## config.mk

```make
export PLATFORM = sky130hd
export DESIGN_NAME = vph_gen
export DESIGN_NICKNAME = d
export VERILOG_FILES = /design/src/rtl/vph_pkg.sv /design/src/rtl/vph_vpn_build.sv /design/src/rtl/vph_hash_fold.sv /design/src/rtl/vph_gen.sv
export SDC_FILE = /design/constraint.sdc
export NUM_CORES = 1
export LEC_CHECK = 0
export ABC_CLOCK_PERIOD_IN_PS = 3800
export BUFFER_PORTS_ARGS = -buffer_cell sky130_fd_sc_hd__buf_2
export CAP_MARGIN = 20
export CORE_MARGIN = 2
export CORE_UTILIZATION = 56
export CTS_CLUSTER_SIZE = 30
export DETAILED_ROUTE_END_ITERATION = 12
export MAX_ROUTING_LAYER = met4
export PLACE_DENSITY = 0.83
export SETUP_SLACK_MARGIN = 0.1
export SYNTH_ARGS = -nofsm -noshare
export SYNTH_HDL_FRONTEND = slang
export SYNTH_SLANG_ARGS = --single-unit
```

## constraint.sdc

```tcl
create_clock -name clk -period 3.8 [get_ports clk]
set_input_delay 0.38 -clock clk [delete_from_list [all_inputs] [get_ports clk]]
set_output_delay 0.38 -clock clk [all_outputs]
set_load 0.02 [all_outputs]
```

## src/rtl/vph_pkg.sv

```systemverilog
package vph_pkg;
  localparam int VPN_SHIFT      = 12;
  localparam int SEG_SHIFT_256M = 28;
  localparam int SEG_SHIFT_1T   = 40;
  localparam int ONE_T_FOLD     = 25;
  localparam int NUM_SEG        = 2;

  typedef enum logic [1:0] {
    SEG_256M  = 2'd0,
    SEG_1T    = 2'd1,
    SEG_RSVD2 = 2'd2,
    SEG_RSVD3 = 2'd3
  } seg_code_e;

  // page-index bits held below the identifier for segment kind k
  function automatic int seg_index_bits(int k);
    return ((k == 0) ? SEG_SHIFT_256M : SEG_SHIFT_1T) - VPN_SHIFT;
  endfunction

  // self-fold distance of the segment part for kind k (0 = none)
  function automatic int seg_fold(int k);
    return (k == 0) ? 0 : ONE_T_FOLD;
  endfunction
endpackage

```

## src/rtl/vph_vpn_build.sv

```systemverilog
module vph_vpn_build
  import vph_pkg::*;
#(
  parameter int EPN_W  = 28,
  parameter int VSID_W = 52,
  parameter int VPN_W  = 64,
  parameter int PS_W   = 6
) (
  input  logic [EPN_W-1:0]  epn,
  input  logic [VSID_W-1:0] vsid,
  input  logic [1:0]        seg,
  input  logic [PS_W-1:0]   pshift,
  output logic [VPN_W-1:0]  vpn,
  output logic              seg_1t,
  output logic [PS_W-1:0]   idx_shift,
  output logic              bad_seg,
  output logic              bad_shift
);
  logic [VPN_W-1:0] cand [NUM_SEG];

  for (genvar g = 0; g < NUM_SEG; g++) begin : g_seg
    localparam int IB = seg_index_bits(g);
    assign cand[g] = (VPN_W'(vsid) << IB) | VPN_W'(epn[IB-1:0]);
  end

  always_comb begin
    bad_seg   = (seg == SEG_RSVD2) || (seg == SEG_RSVD3);
    bad_shift = pshift < PS_W'(VPN_SHIFT);
    seg_1t    = (seg == SEG_1T);
    vpn       = seg_1t ? cand[1] : cand[0];
    idx_shift = bad_shift ? '0 : pshift - PS_W'(VPN_SHIFT);
  end
endmodule

```

## src/rtl/vph_hash_fold.sv

```systemverilog
module vph_hash_fold
  import vph_pkg::*;
#(
  parameter int VPN_W  = 64,
  parameter int PS_W   = 6,
  parameter int HASH_W = 39
) (
  input  logic [VPN_W-1:0]  vpn,
  input  logic              seg_1t,
  input  logic [PS_W-1:0]   idx_shift,
  output logic [HASH_W-1:0] hash
);
  logic [HASH_W-1:0] cand [NUM_SEG];

  for (genvar g = 0; g < NUM_SEG; g++) begin : g_fold
    localparam int IB   = seg_index_bits(g);
    localparam int FOLD = seg_fold(g);
    logic [VPN_W-1:0] segp, folded, idx;
    assign segp   = vpn >> IB;
    assign folded = (FOLD == 0) ? segp : (segp ^ (segp << FOLD));
    assign idx    = (vpn & ((VPN_W'(1) << IB) - VPN_W'(1))) >> idx_shift;
    assign cand[g] = HASH_W'(folded ^ idx);
  end

  assign hash = seg_1t ? cand[1] : cand[0];
endmodule

```

## src/rtl/vph_gen.sv

```systemverilog
module vph_gen
  import vph_pkg::*;
#(
  parameter int EPN_W  = 28,
  parameter int VSID_W = 52,
  parameter int VPN_W  = 64,
  parameter int PS_W   = 6,
  parameter int HASH_W = 39
) (
  input  logic              clk,
  input  logic              rst,
  input  logic              in_valid,
  input  logic [EPN_W-1:0]  in_epn,
  input  logic [VSID_W-1:0] in_vsid,
  input  logic [1:0]        in_seg,
  input  logic [PS_W-1:0]   in_pshift,
  output logic              out_valid,
  output logic              out_err,
  output logic [VPN_W-1:0]  out_vpn,
  output logic [HASH_W-1:0] out_hash
);
  // stage 1: page number build and screening
  logic [VPN_W-1:0] b_vpn;
  logic             b_1t, b_bad_seg, b_bad_shift;
  logic [PS_W-1:0]  b_shift;

  vph_vpn_build #(.EPN_W(EPN_W), .VSID_W(VSID_W), .VPN_W(VPN_W), .PS_W(PS_W)) u_build (
    .epn(in_epn), .vsid(in_vsid), .seg(in_seg), .pshift(in_pshift),
    .vpn(b_vpn), .seg_1t(b_1t), .idx_shift(b_shift),
    .bad_seg(b_bad_seg), .bad_shift(b_bad_shift)
  );

  logic             s1_valid, s1_err, s1_1t;
  logic [VPN_W-1:0] s1_vpn;
  logic [PS_W-1:0]  s1_shift;

  always_ff @(posedge clk) begin
    if (rst) begin
      s1_valid <= 1'b0;
      s1_err   <= 1'b0;
      s1_1t    <= 1'b0;
      s1_vpn   <= '0;
      s1_shift <= '0;
    end else begin
      s1_valid <= in_valid;
      s1_err   <= in_valid && (b_bad_seg || b_bad_shift);
      s1_1t    <= b_1t;
      s1_vpn   <= b_vpn;
      s1_shift <= b_shift;
    end
  end

  // stage 2: hash fold, registered outputs
  logic [HASH_W-1:0] f_hash;

  vph_hash_fold #(.VPN_W(VPN_W), .PS_W(PS_W), .HASH_W(HASH_W)) u_fold (
    .vpn(s1_vpn), .seg_1t(s1_1t), .idx_shift(s1_shift), .hash(f_hash)
  );

  logic s1_good;
  assign s1_good = s1_valid && !s1_err;

  always_ff @(posedge clk) begin
    if (rst) begin
      out_valid <= 1'b0;
      out_err   <= 1'b0;
      out_vpn   <= '0;
      out_hash  <= '0;
    end else begin
      out_valid <= s1_valid;
      out_err   <= s1_err;
      out_vpn   <= s1_good ? s1_vpn : '0;
      out_hash  <= s1_good ? f_hash : '0;
    end
  end
endmodule

```

==> results.yml, run 1 <==
yosys:
  synth_ff_type: "dfxtp_1"
  synth_area_leader_cell: "dfxtp_1"
  ys_warn_count: 0
  synth_area_per_cell_sq_um: 9.65
  ys_seq_area_share_pct: 45.8
  async_reset_ff_share_pct: 0
  synth_seq_cells: 178
  synth_top_area_share_pct: 45.8
  netlist_top_cells_count: "dfxtp_1 (178), nand2_1 (122), and2_1 (67)"
  synth_edf_count: 0
  synth.most_common_cell: "dfxtp_1"
  synth_area_sq_um: 7780
  syn_nets: 898
  synthCells: 806
  yosysUniqueCellTypes: 59
  synthTopCellsByArea: "dfxtp_1 (46%), nand2_1 (5.9%), and2_1 (5.4%)"
clock_tree:
  cts_resized: 0
  cts_tree: "built"
  clk_path_buf_depth: 2
  ctsHoldBuffers: 0
  clkTransAtPathRegs_ns: 0.07
  htree_levels: 4
  cts_setup_buffers: 0
  insertion_delay_ns: 0.44
  numClockSinks: 178
  cts_buffers: 17
  root_buffer: "clkbuf_16"
global_routing:
  grt_max_degree: 70
  grt_pass1_wl_microns: 33200
  gr-total-overflow: 0
  grt_pass1_vias: 6100
  antenna_found_initial: 0
  track_usage_pct: 30.7
detailed_routing:
  drcViolationCount: 0
  viasPerCell: 5.69
  detail_route.wirelength_microns: 21900
  vias: 6646
  drt_iter0_markers: 767
  highest_layer: "met4"
  postRouteAntennaNets: 0
  first_pass_iters: 6
  wire_per_inst_microns: 18.8
  wl_met2_microns: 9900
  dr_wl_met3_microns: 2180
  wl_met1_microns: 9230
worst_hold_path:
  holdPathEnd: "s1_vpn[5]"
  hold_depth: 2
  worstHoldStart: "in_epn[5]"
  min_path_type: "in -> reg"
floorplan:
  floorplan.initialDensity_pct: 56.7
  die_area_sq_um: 14900
  coreArea_sq_um: 13700
  ios: 196
  die_h_microns: 122
  rows: 43
  fp.dieW_microns: 122
pwr:
  ir_drop_mv: 0.305
  finalPower_mw: 4.39
  power.density_nw_per_um2: 466
  power.leakage_nw: 4.22
sta:
  hold_viol: 0
  setup_viol: 0
  drv_slew: 0
  max-slew-margin-rel_pct: 27.0
  tightest_slew_ns: 1.10
  setup_tns_ns: 0
  finalCritPeriodShare_pct: 77.1
  clock_skew_ns: 0.0113
  finalCriticalPeriod_ns: 2.93
  rsz0062_at_grt: "no"
  hold_ws_ns: 0.150
  max_freq_mhz: 341
final_layout:
  syn_to_final_growth_pct: 21.1
  nets: 1067
  instances_no_fill: 1168
  drive_gt1_share_pct: 28.4
  antenna_cells: 0
  final_util_pct: 68.7
worst_setup_path:
  r2r-end: "out_hash[3]"
  rr_startpoint: "s1_shift[0]"
  cp.required_ns: 4.12
  timing.reg2reg.setup_slack_ns: 0.87
  worstPathArrival_ns: 3.25
  crit_path_start_kind: "register"
  reg2regPathDepth: 6
  worst-setup-path-type: "reg -> reg"
  crit_path_start: "s1_shift[0]"
  worstPathMaxFanout: 37
  cp-end-kind: "register"
place:
  gp_congestion: 1.04
  portBuffers: 191
  dpl.hpwl_microns: 16100
  placed_cells: 1133
outcome:
  outcome: "completed"
run:
  maxCapViolations: 0
==> flip-flops by register name (all words and copies together), names as in the netlist <==
register	flops
out_hash	39
s1_err	1
out_vpn	64
s1_vpn	64
out_err	1
out_valid	1
s1_valid	1
s1_1t	1
s1_shift	6
==> worst max-delay path: stages, from the launching register on <==
cell     delay [ns]
dfxtp_2        1.00
mux4_1         0.75
mux2i_1        0.32
o21ai_0        0.17
xor2_1         0.15
o21ai_0        0.10
a21oi_1        0.32
==> how the worst max path moves through the flow <==
| stage | end | depth (start not counted) |
|---|---|---|
| 2_1_floorplan | out_hash[0] | 7 |
| 3_3_place_gp | out_hash[6] | 6 |
| 3_5_place_dp | out_hash[3] | 6 |
| 4_1_cts | out_hash[3] | 6 |
| 5_1_grt | out_hash[3] | 6 |
| 6_report | out_hash[3] | 6 |
==> stage by stage <==
| step | setup slack [ns] | instance area, sq um |
|---|---|---|
| global placement | 0.977 | 8770 |
| floorplan | 1.70 | 7780 |
| finish | 0.869 | 9420 |
| CTS | 0.905 | 9360 |
| detailed placement | 0.919 | 8770 |
| global route | 0.702 | 9420 |
==> layout by cell type (no fill, tap or decap), types with 4 or more instances in the layout <==
| cell type | netlist | routed |
|---|---|---|
| nand3_1 | 13 | 13 |
| clkinv_4 | 0 | 4 |
| buf_2 | 8 | 191 |
| o211ai_1 | 4 | 4 |
| inv_1 | 5 | 5 |
| nor2b_1 | 24 | 22 |
| nand2b_1 | 7 | 7 |
| o31ai_1 | 4 | 4 |
| xor2_1 | 19 | 19 |
| or3_1 | 8 | 8 |
| mux2_2 | 11 | 11 |
| and2_1 | 67 | 67 |
| mux4_2 | 13 | 13 |
| o21ai_0 | 18 | 18 |
| mux4_1 | 15 | 15 |
| o22ai_1 | 4 | 4 |
| or2_2 | 5 | 5 |
| buf_4 | 3 | 16 |
| xnor2_1 | 27 | 27 |
| nor2_1 | 48 | 48 |
| mux2i_1 | 25 | 25 |
| a211oi_1 | 18 | 18 |
| clkbuf_16 | 0 | 17 |
| nand2_1 | 122 | 122 |
| nor3_1 | 6 | 6 |
| dfxtp_1 | 178 | 176 |
| a21oi_1 | 64 | 64 |
==> cell type report <==
cell class / instances / area (sq um)
inverter: 5 / 18.8
sequential: 178 / 3570
tap: 180 / 225
clock inverter: 13 / 150
fill: 1071 / 4300
clock buffer: 19 / 443
timing repair buffer: 210 / 1130
multi-input combinational: 563 / 3880
==> power by group <==
| part | switching [mW] | total, mW | internal, mW |
|---|---|---|---|
| clock | 0.752 | 1.75 | 0.998 |
| sequential | 0.109 | 2.05 | 1.94 |
| combinational | 0.328 | 0.593 | 0.265 |
| total | 1.19 | 4.39 | 3.20 |
==> metal layers <==
metal	track usage, %	up-vias
met2	45.0	398
met1	42.8	3092
met5	-	-
met4	11.0	0
met3	5.48	59
li1	-	3097
==> kinds of logic (layout without fill, tap and decap cells) <==
group | after synthesis | count (layout) | share of synthesized area, %
multiplexers | 66 | 66 | 14.0
flip-flops | 178 | 178 | 45.8
XOR/XNOR | 46 | 46 | 5.18
buffers and inverters | 65 | 247 | 4.39
adder cells (fa/ha/maj) | 1 | 1 | 0.161
AO/OA/AOI/OAI | 139 | 139 | 11.0
AND/OR/NAND/NOR | 311 | 311 | 19.5
Note: power is estimated with default switching activity, not from simulation.
==> run 2: changes to the inputs <==
--- a/config.mk
+++ b/config.mk
@@ -5,15 +5,15 @@
 export SDC_FILE = /design/constraint.sdc
 export NUM_CORES = 1
 export LEC_CHECK = 0
-export ABC_CLOCK_PERIOD_IN_PS = 3800
+export ABC_CLOCK_PERIOD_IN_PS = 2550
 export BUFFER_PORTS_ARGS = -buffer_cell sky130_fd_sc_hd__buf_2
 export CAP_MARGIN = 20
 export CORE_MARGIN = 2
-export CORE_UTILIZATION = 56
+export CORE_UTILIZATION = 48
 export CTS_CLUSTER_SIZE = 30
 export DETAILED_ROUTE_END_ITERATION = 12
 export MAX_ROUTING_LAYER = met4
-export PLACE_DENSITY = 0.83
+export PLACE_DENSITY = 0.76
 export SETUP_SLACK_MARGIN = 0.1
 export SYNTH_ARGS = -nofsm -noshare
 export SYNTH_HDL_FRONTEND = slang
==> constraint.sdc (replaced) <==
create_clock -name clk -period 2.55 [get_ports clk]
set_input_delay 0.255 -clock clk [delete_from_list [all_inputs] [get_ports clk]]
set_output_delay 0.255 -clock clk [all_outputs]
set_load 0.02 [all_outputs]
==> results.yml, run 2 (same netlist as run 1, synthesis figures left out) <==
outcome:
  outcome: "completed"
worst_setup_path:
  worstPathMaxFanout: 10
  cp.required_ns: 2.86
  worst-setup-path-type: "reg -> reg"
  crit_path_start_kind: "register"
  cp-end-kind: "register"
  worstPathArrival_ns: 2.69
pwr:
  p_sw_share_pct: 28.8
  switching_power_mw: 1.91
  seq_power_share_pct: 45.7
  clockPowerShare_pct: 39.9
  power.density_nw_per_um2: 683
  power.leakage_nw: 4.37
  ir_drop_mv: 0.480
  p_int_mw: 4.73
  combPwrFrac_pct: 14.4
global_routing:
  grt_pass1_vias: 6293
  gr-total-overflow: 0
  track_usage_pct: 27.6
  grt_max_degree: 70
  antenna_found_initial: 0
  grt_pass1_wl_microns: 35500
floorplan:
  die_area_sq_um: 17200
  floorplan.initialDensity_pct: 49.0
  coreArea_sq_um: 15900
  rows: 46
  ios: 196
  fp.dieW_microns: 131
  die_h_microns: 131
detailed_routing:
  vias: 6660
  detail_route.wirelength_microns: 23200
  postRouteAntennaNets: 0
  wire_per_inst_microns: 18.8
  drcViolationCount: 0
  first_pass_iters: 5
  drt_iter0_markers: 666
  viasPerCell: 5.39
sta:
  drv_slew: 0
  rsz0062_at_grt: "no"
  clock_skew_ns: 0.00856
  max-slew-margin-rel_pct: 50.4
  hold_ws_ns: 0.0204
  hold_viol: 0
  max_freq_mhz: 420
  setup_tns_ns: 0
  tightest_slew_ns: 0.743
  finalCritPeriodShare_pct: 93.4
  finalCriticalPeriod_ns: 2.38
  setup_viol: 0
  fin_ws_ns: 0.169
final_layout:
  nets: 1099
  largestRegisters: "out_vpn (64), s1_vpn (64), out_hash (39)"
  drive_gt1_share_pct: 30.7
  antenna_cells: 0
  mostFrequentLayoutCells: "buf_2 (191), dfxtp_1 (176), nand2_1 (122)"
  instances_no_fill: 1236
  final_util_pct: 61.3
  syn_to_final_growth_pct: 25.1
  nFillCells: 1410
  final_common_cell: "buf_2"
place:
  placed_cells: 1199
  dpl.hpwl_microns: 17300
  portBuffers: 191
  place_ws_ns: 0.109
  gp_congestion: 0.995
clock_tree:
  numClockSinks: 178
  htree_levels: 4
  cts_tree: "built"
  root_buffer: "clkbuf_16"
  cts_buffers: 17
  clk_path_buf_depth: 2
  clkTransAtPathRegs_ns: 0.07
  insertion_delay_ns: 0.44
worst_hold_path:
  min_path_type: "in -> reg"
run:
  maxCapViolations: 0
[run 2: power groups by stage]
stage               Clock, mW  Combinational, mW  Sequential [mW]
floorplan                   0              0.595             3.05
global placement            0              0.927             3.09
detailed placement          0              0.933             3.09
CTS                      2.69              0.942             3.03
global route             2.80               1.04             3.04
finish                   2.65              0.959             3.04
[run 2: through the flow]
| stage | power, mW | cell area, sq um |
|---|---|---|
| detailed placement | 4.03 | 9060 |
| finish | 6.64 | 9730 |
| CTS | 6.66 | 9710 |
| global route | 6.88 | 9730 |
| global placement | 4.02 | 9060 |
| floorplan | 3.65 | 7780 |
[run 2: area by class of cell]
| cell class | count | area, sq um | area share [%] |
|---|---|---|---|
| multi-input cells | 563 | 3900 | 40.1 |
| clock inverters | 15 | 191 | 1.97 |
| flip-flops and latches | 178 | 3570 | 36.7 |
| well taps | 216 | 270 | 2.78 |
| inverters | 5 | 18.8 | 0.193 |
| clock buffers | 17 | 425 | 4.37 |
| repair buffers | 242 | 1360 | 14.0 |
[run 2: repair_timing]
item / in CTS / in global routing
hold buffers: 3 / 0
buffers inserted: 0 / 2
gates resized for setup: 2 / 1
endpoints found under the hold margin: 3 / 0
endpoints found under the setup margin: 2 / 4
pin swaps: 1 / 1
[run 2: final timing paths]
check	end	from	slack, ns	depth (start not counted)
worst max-delay path	out_hash[3]	s1_shift[0]	0.17	7
worst min-delay path	s1_vpn[9]	in_epn[9]	0.02	2
worst max register to register	out_hash[3]	s1_shift[0]	0.17	7
worst min register to register	out_vpn[62]	s1_vpn[62]	0.48	1
[run 2: per-layer routing]
layer | GRT usage, % | up-vias | wire (microns)
li1 | - | 3164 | -
met1 | 38.8 | 3126 | 10600
met2 | 40.4 | 327 | 10200
met3 | 4.55 | 43 | 1780
met4 | 9.90 | 0 | 565
met5 | - | - | 0
[run 2: worst max-delay path: stages, from the launching register on]
cell     delay (ns)
dfxtp_4        0.39
buf_12         0.14
mux4_1         0.69
mux2i_2        0.32
o21ai_0        0.16
xor2_1         0.14
o21ai_0        0.08
a21oi_1        0.33
==> run 3: changes to the inputs <==
--- a/config.mk
+++ b/config.mk
@@ -5,15 +5,16 @@
 export SDC_FILE = /design/constraint.sdc
 export NUM_CORES = 1
 export LEC_CHECK = 0
+export ABC_AREA = 1
 export ABC_CLOCK_PERIOD_IN_PS = 2550
 export BUFFER_PORTS_ARGS = -buffer_cell sky130_fd_sc_hd__buf_2
 export CAP_MARGIN = 20
 export CORE_MARGIN = 2
-export CORE_UTILIZATION = 48
+export CORE_UTILIZATION = 45
 export CTS_CLUSTER_SIZE = 30
 export DETAILED_ROUTE_END_ITERATION = 12
 export MAX_ROUTING_LAYER = met4
-export PLACE_DENSITY = 0.76
+export PLACE_DENSITY = 0.72
 export SETUP_SLACK_MARGIN = 0.1
 export SYNTH_ARGS = -nofsm -noshare
 export SYNTH_HDL_FRONTEND = slang
==> results.yml, run 3 <==
worst_setup_path:
  crit_path_start: "s1_shift[0]"
  r2r-end: "out_hash[7]"
  cp-endpoint: "out_hash[7]"
  rr_startpoint: "s1_shift[0]"
  worstPathMaxFanout: 28
  crit_slowest_cell: "inv_2"
  crit_path_max_incr_delay_ns: 0.37
  path_buf_inv: 1
  reg2regPathDepth: 8
  crit_top_cell: "nand2_1"
  worstPathArrival_ns: 2.45
  crit_path_start_kind: "register"
  worst-setup-path-type: "reg -> reg"
  critPathTopFamily: "simple AND/OR/NAND/NOR gates"
  crit_cells: 8
  cp-end-kind: "register"
  cp.required_ns: 2.91
  timing.reg2reg.setup_slack_ns: 0.46
  path_cells: "inv_2 > nand2_1 > nor3_1 > nand2_1 > o21ai_0 > or2_1 > nand2_1 > a21oi_1"
yosys:
  synth_ff_type: "dfxtp_1"
  yosysUniqueCellTypes: 26
  synthTopCellsByArea: "dfxtp_1 (47%), nand2_1 (11%), nor2_1 (9.8%)"
  ys_seq_area_share_pct: 46.8
  synthCells: 1104
  synth_edf_count: 0
  async_reset_ff_share_pct: 0
  synth_area_per_cell_sq_um: 6.90
  synth_top_area_share_pct: 46.8
  synth.most_common_cell: "nand2_1"
  syn_nets: 1196
  synth_area_sq_um: 7620
  synth_seq_cells: 178
  synth_area_leader_cell: "dfxtp_1"
  ys_warn_count: 0
  netlist_top_cells_count: "nand2_1 (218), nor2_1 (199), dfxtp_1 (178)"
place:
  place_ws_ns: 0.537
  placed_cells: 1474
  dpl-instance-area_sq_um: 8730
  dpl.hpwl_microns: 18500
  portBuffers: 191
  gp_congestion: 0.952
detailed_routing:
  drt_iter0_markers: 689
  dr_wl_met3_microns: 1870
  wl_met1_microns: 11400
  wl_met2_microns: 11200
  vias: 7717
  postRouteAntennaNets: 0
  first_pass_iters: 5
  detail_route.wirelength_microns: 25000
  viasPerCell: 5.12
  highest_layer: "met4"
  wire_per_inst_microns: 16.6
  drcViolationCount: 0
pwr:
  ir_drop_mv: 0.460
  combPwrFrac_pct: 14.8
  clockPowerShare_pct: 40.0
  switching_power_mw: 2.02
  p_sw_share_pct: 30.4
  seq_power_share_pct: 45.2
  power.leakage_nw: 4.81
  p_int_mw: 4.63
  power.density_nw_per_um2: 713
outcome:
  outcome: "completed"
global_routing:
  gr-total-overflow: 0
  grt_max_degree: 85
  grt_pass1_vias: 7180
  antenna_found_initial: 0
  grt_pass1_wl_microns: 38200
  track_usage_pct: 28.9
sta:
  hold_viol: 0
  setup_tns_ns: 0
  clock_skew_ns: 0.0195
  max_freq_mhz: 478
  drv_slew: 0
  finalCriticalPeriod_ns: 2.09
  rsz0062_at_grt: "no"
  finalCritPeriodShare_pct: 82.0
  fin_ws_ns: 0.458
  max-slew-margin-rel_pct: 38.8
  tightest_slew_ns: 0.917
  setup_viol: 0
floorplan:
  die_h_microns: 134
  die_area_sq_um: 18000
  coreArea_sq_um: 16600
  floorplan.initialDensity_pct: 45.9
  fp.dieW_microns: 134
  rows: 47
  ios: 196
worst_hold_path:
  min_path_type: "in -> reg"
  hold_depth: 3
final_layout:
  seq_area_sq_um: 3560
  multi_input_comb_area_sq_um: 3360
  largestRegisters: "out_vpn (64), s1_vpn (64), out_hash (39)"
  nFillCells: 1667
  fin_area_sq_um: 9340
  antenna_cells: 0
  nets: 1366
  drive_gt1_share_pct: 19.4
  mostFrequentLayoutCells: "nand2_1 (217), nor2_1 (198), buf_2 (191)"
  syn_to_final_growth_pct: 22.6
  final_common_cell: "nand2_1"
  instances_no_fill: 1507
clock_tree:
  cts_tree: "built"
  htree_levels: 4
  cts_buffers: 17
  insertion_delay_ns: 0.45
  root_buffer: "clkbuf_16"
  cts_setup_buffers: 0
  numClockSinks: 178
  clkTransAtPathRegs_ns: 0.07
  clk_path_buf_depth: 2
run:
  maxCapViolations: 0
[run 3: cell count changes after synthesis, sizes merged, moves of 28 or more]
| cell | before | now |
|---|---|---|
| inv | 5 | 122 |
| nor2 | 48 | 202 |
| nand3 | 14 | 147 |
| and2 | 67 | 0 |
| nand2 | 122 | 218 |
| o21ai | 20 | 87 |
| mux4 | 28 | 0 |
[run 3: layout make-up]
type / count / share of cell area (%)
flip-flops and latches: 178 / 38.1
multi-input cells: 747 / 36.0
repair buffers: 208 / 11.6
inverters: 122 / 4.90
clock buffers: 18 / 4.70
well taps: 220 / 2.95
clock inverters: 14 / 1.70
[run 3: how the worst min path moves through the flow]
stage	end	startpoint
floorplan	s1_shift[2]	in_pshift[2]
global placement	out_valid	s1_valid
detailed placement	out_valid	s1_valid
CTS	s1_vpn[2]	in_epn[2]
global route	s1_vpn[13]	in_epn[13]
finish	s1_vpn[12]	in_epn[12]
[run 3: power groups by stage]
stage	registers, mW	clock network (mW)	logic [mW]
floorplan	3.06	0	0.598
global placement	3.07	0	0.961
detailed placement	3.07	0	0.966
CTS	3.00	2.69	0.974
global route	3.01	2.80	1.09
finish	3.01	2.66	0.987
[run 3: worst register-to-register path, delay by kind of cell (launching register included)]
family	cells	cell delay (ns)
AO/OA/AOI/OAI	2	0.48
buffers and inverters	1	0.37
AND/OR/NAND/NOR	5	0.82
flip-flops	1	0.32
[run 3: logic make-up after synthesis]
kind of cell | count (synthesis) | synth area share, %
flops | 178 | 46.8
compound gates | 147 | 10.1
fa+ha+maj | 1 | 0.164
buf+inv | 179 | 9.17
xor+xnor | 19 | 2.18
simple gates | 580 | 31.6
[run 3: repair_timing]
action / 4_1_cts / 5_1_grt
gates resized for setup: 0 / 0
hold buffers: 1 / 0
hold endpoints to repair: 1 / 0
[run 3: through the flow]
stage / util, % / total power, mW / hold slack, ns
4_1_cts: 56.3 / 6.67 / 0.0109
5_1_grt: 56.3 / 6.91 / 0.0230
6_report: 56.3 / 6.66 / 0.0116
3_5_place_dp: 52.7 / 4.03 / 0.420
3_3_place_gp: 52.7 / 4.03 / 0.414
2_1_floorplan: - / 3.66 / 0.327
[run 3: routing by layer]
metal	global-route usage, %	up-vias
li1	-	3830
met1	38.2	3510
met2	44.0	333
met3	6.58	44
met4	9.30	0
met5	-	-
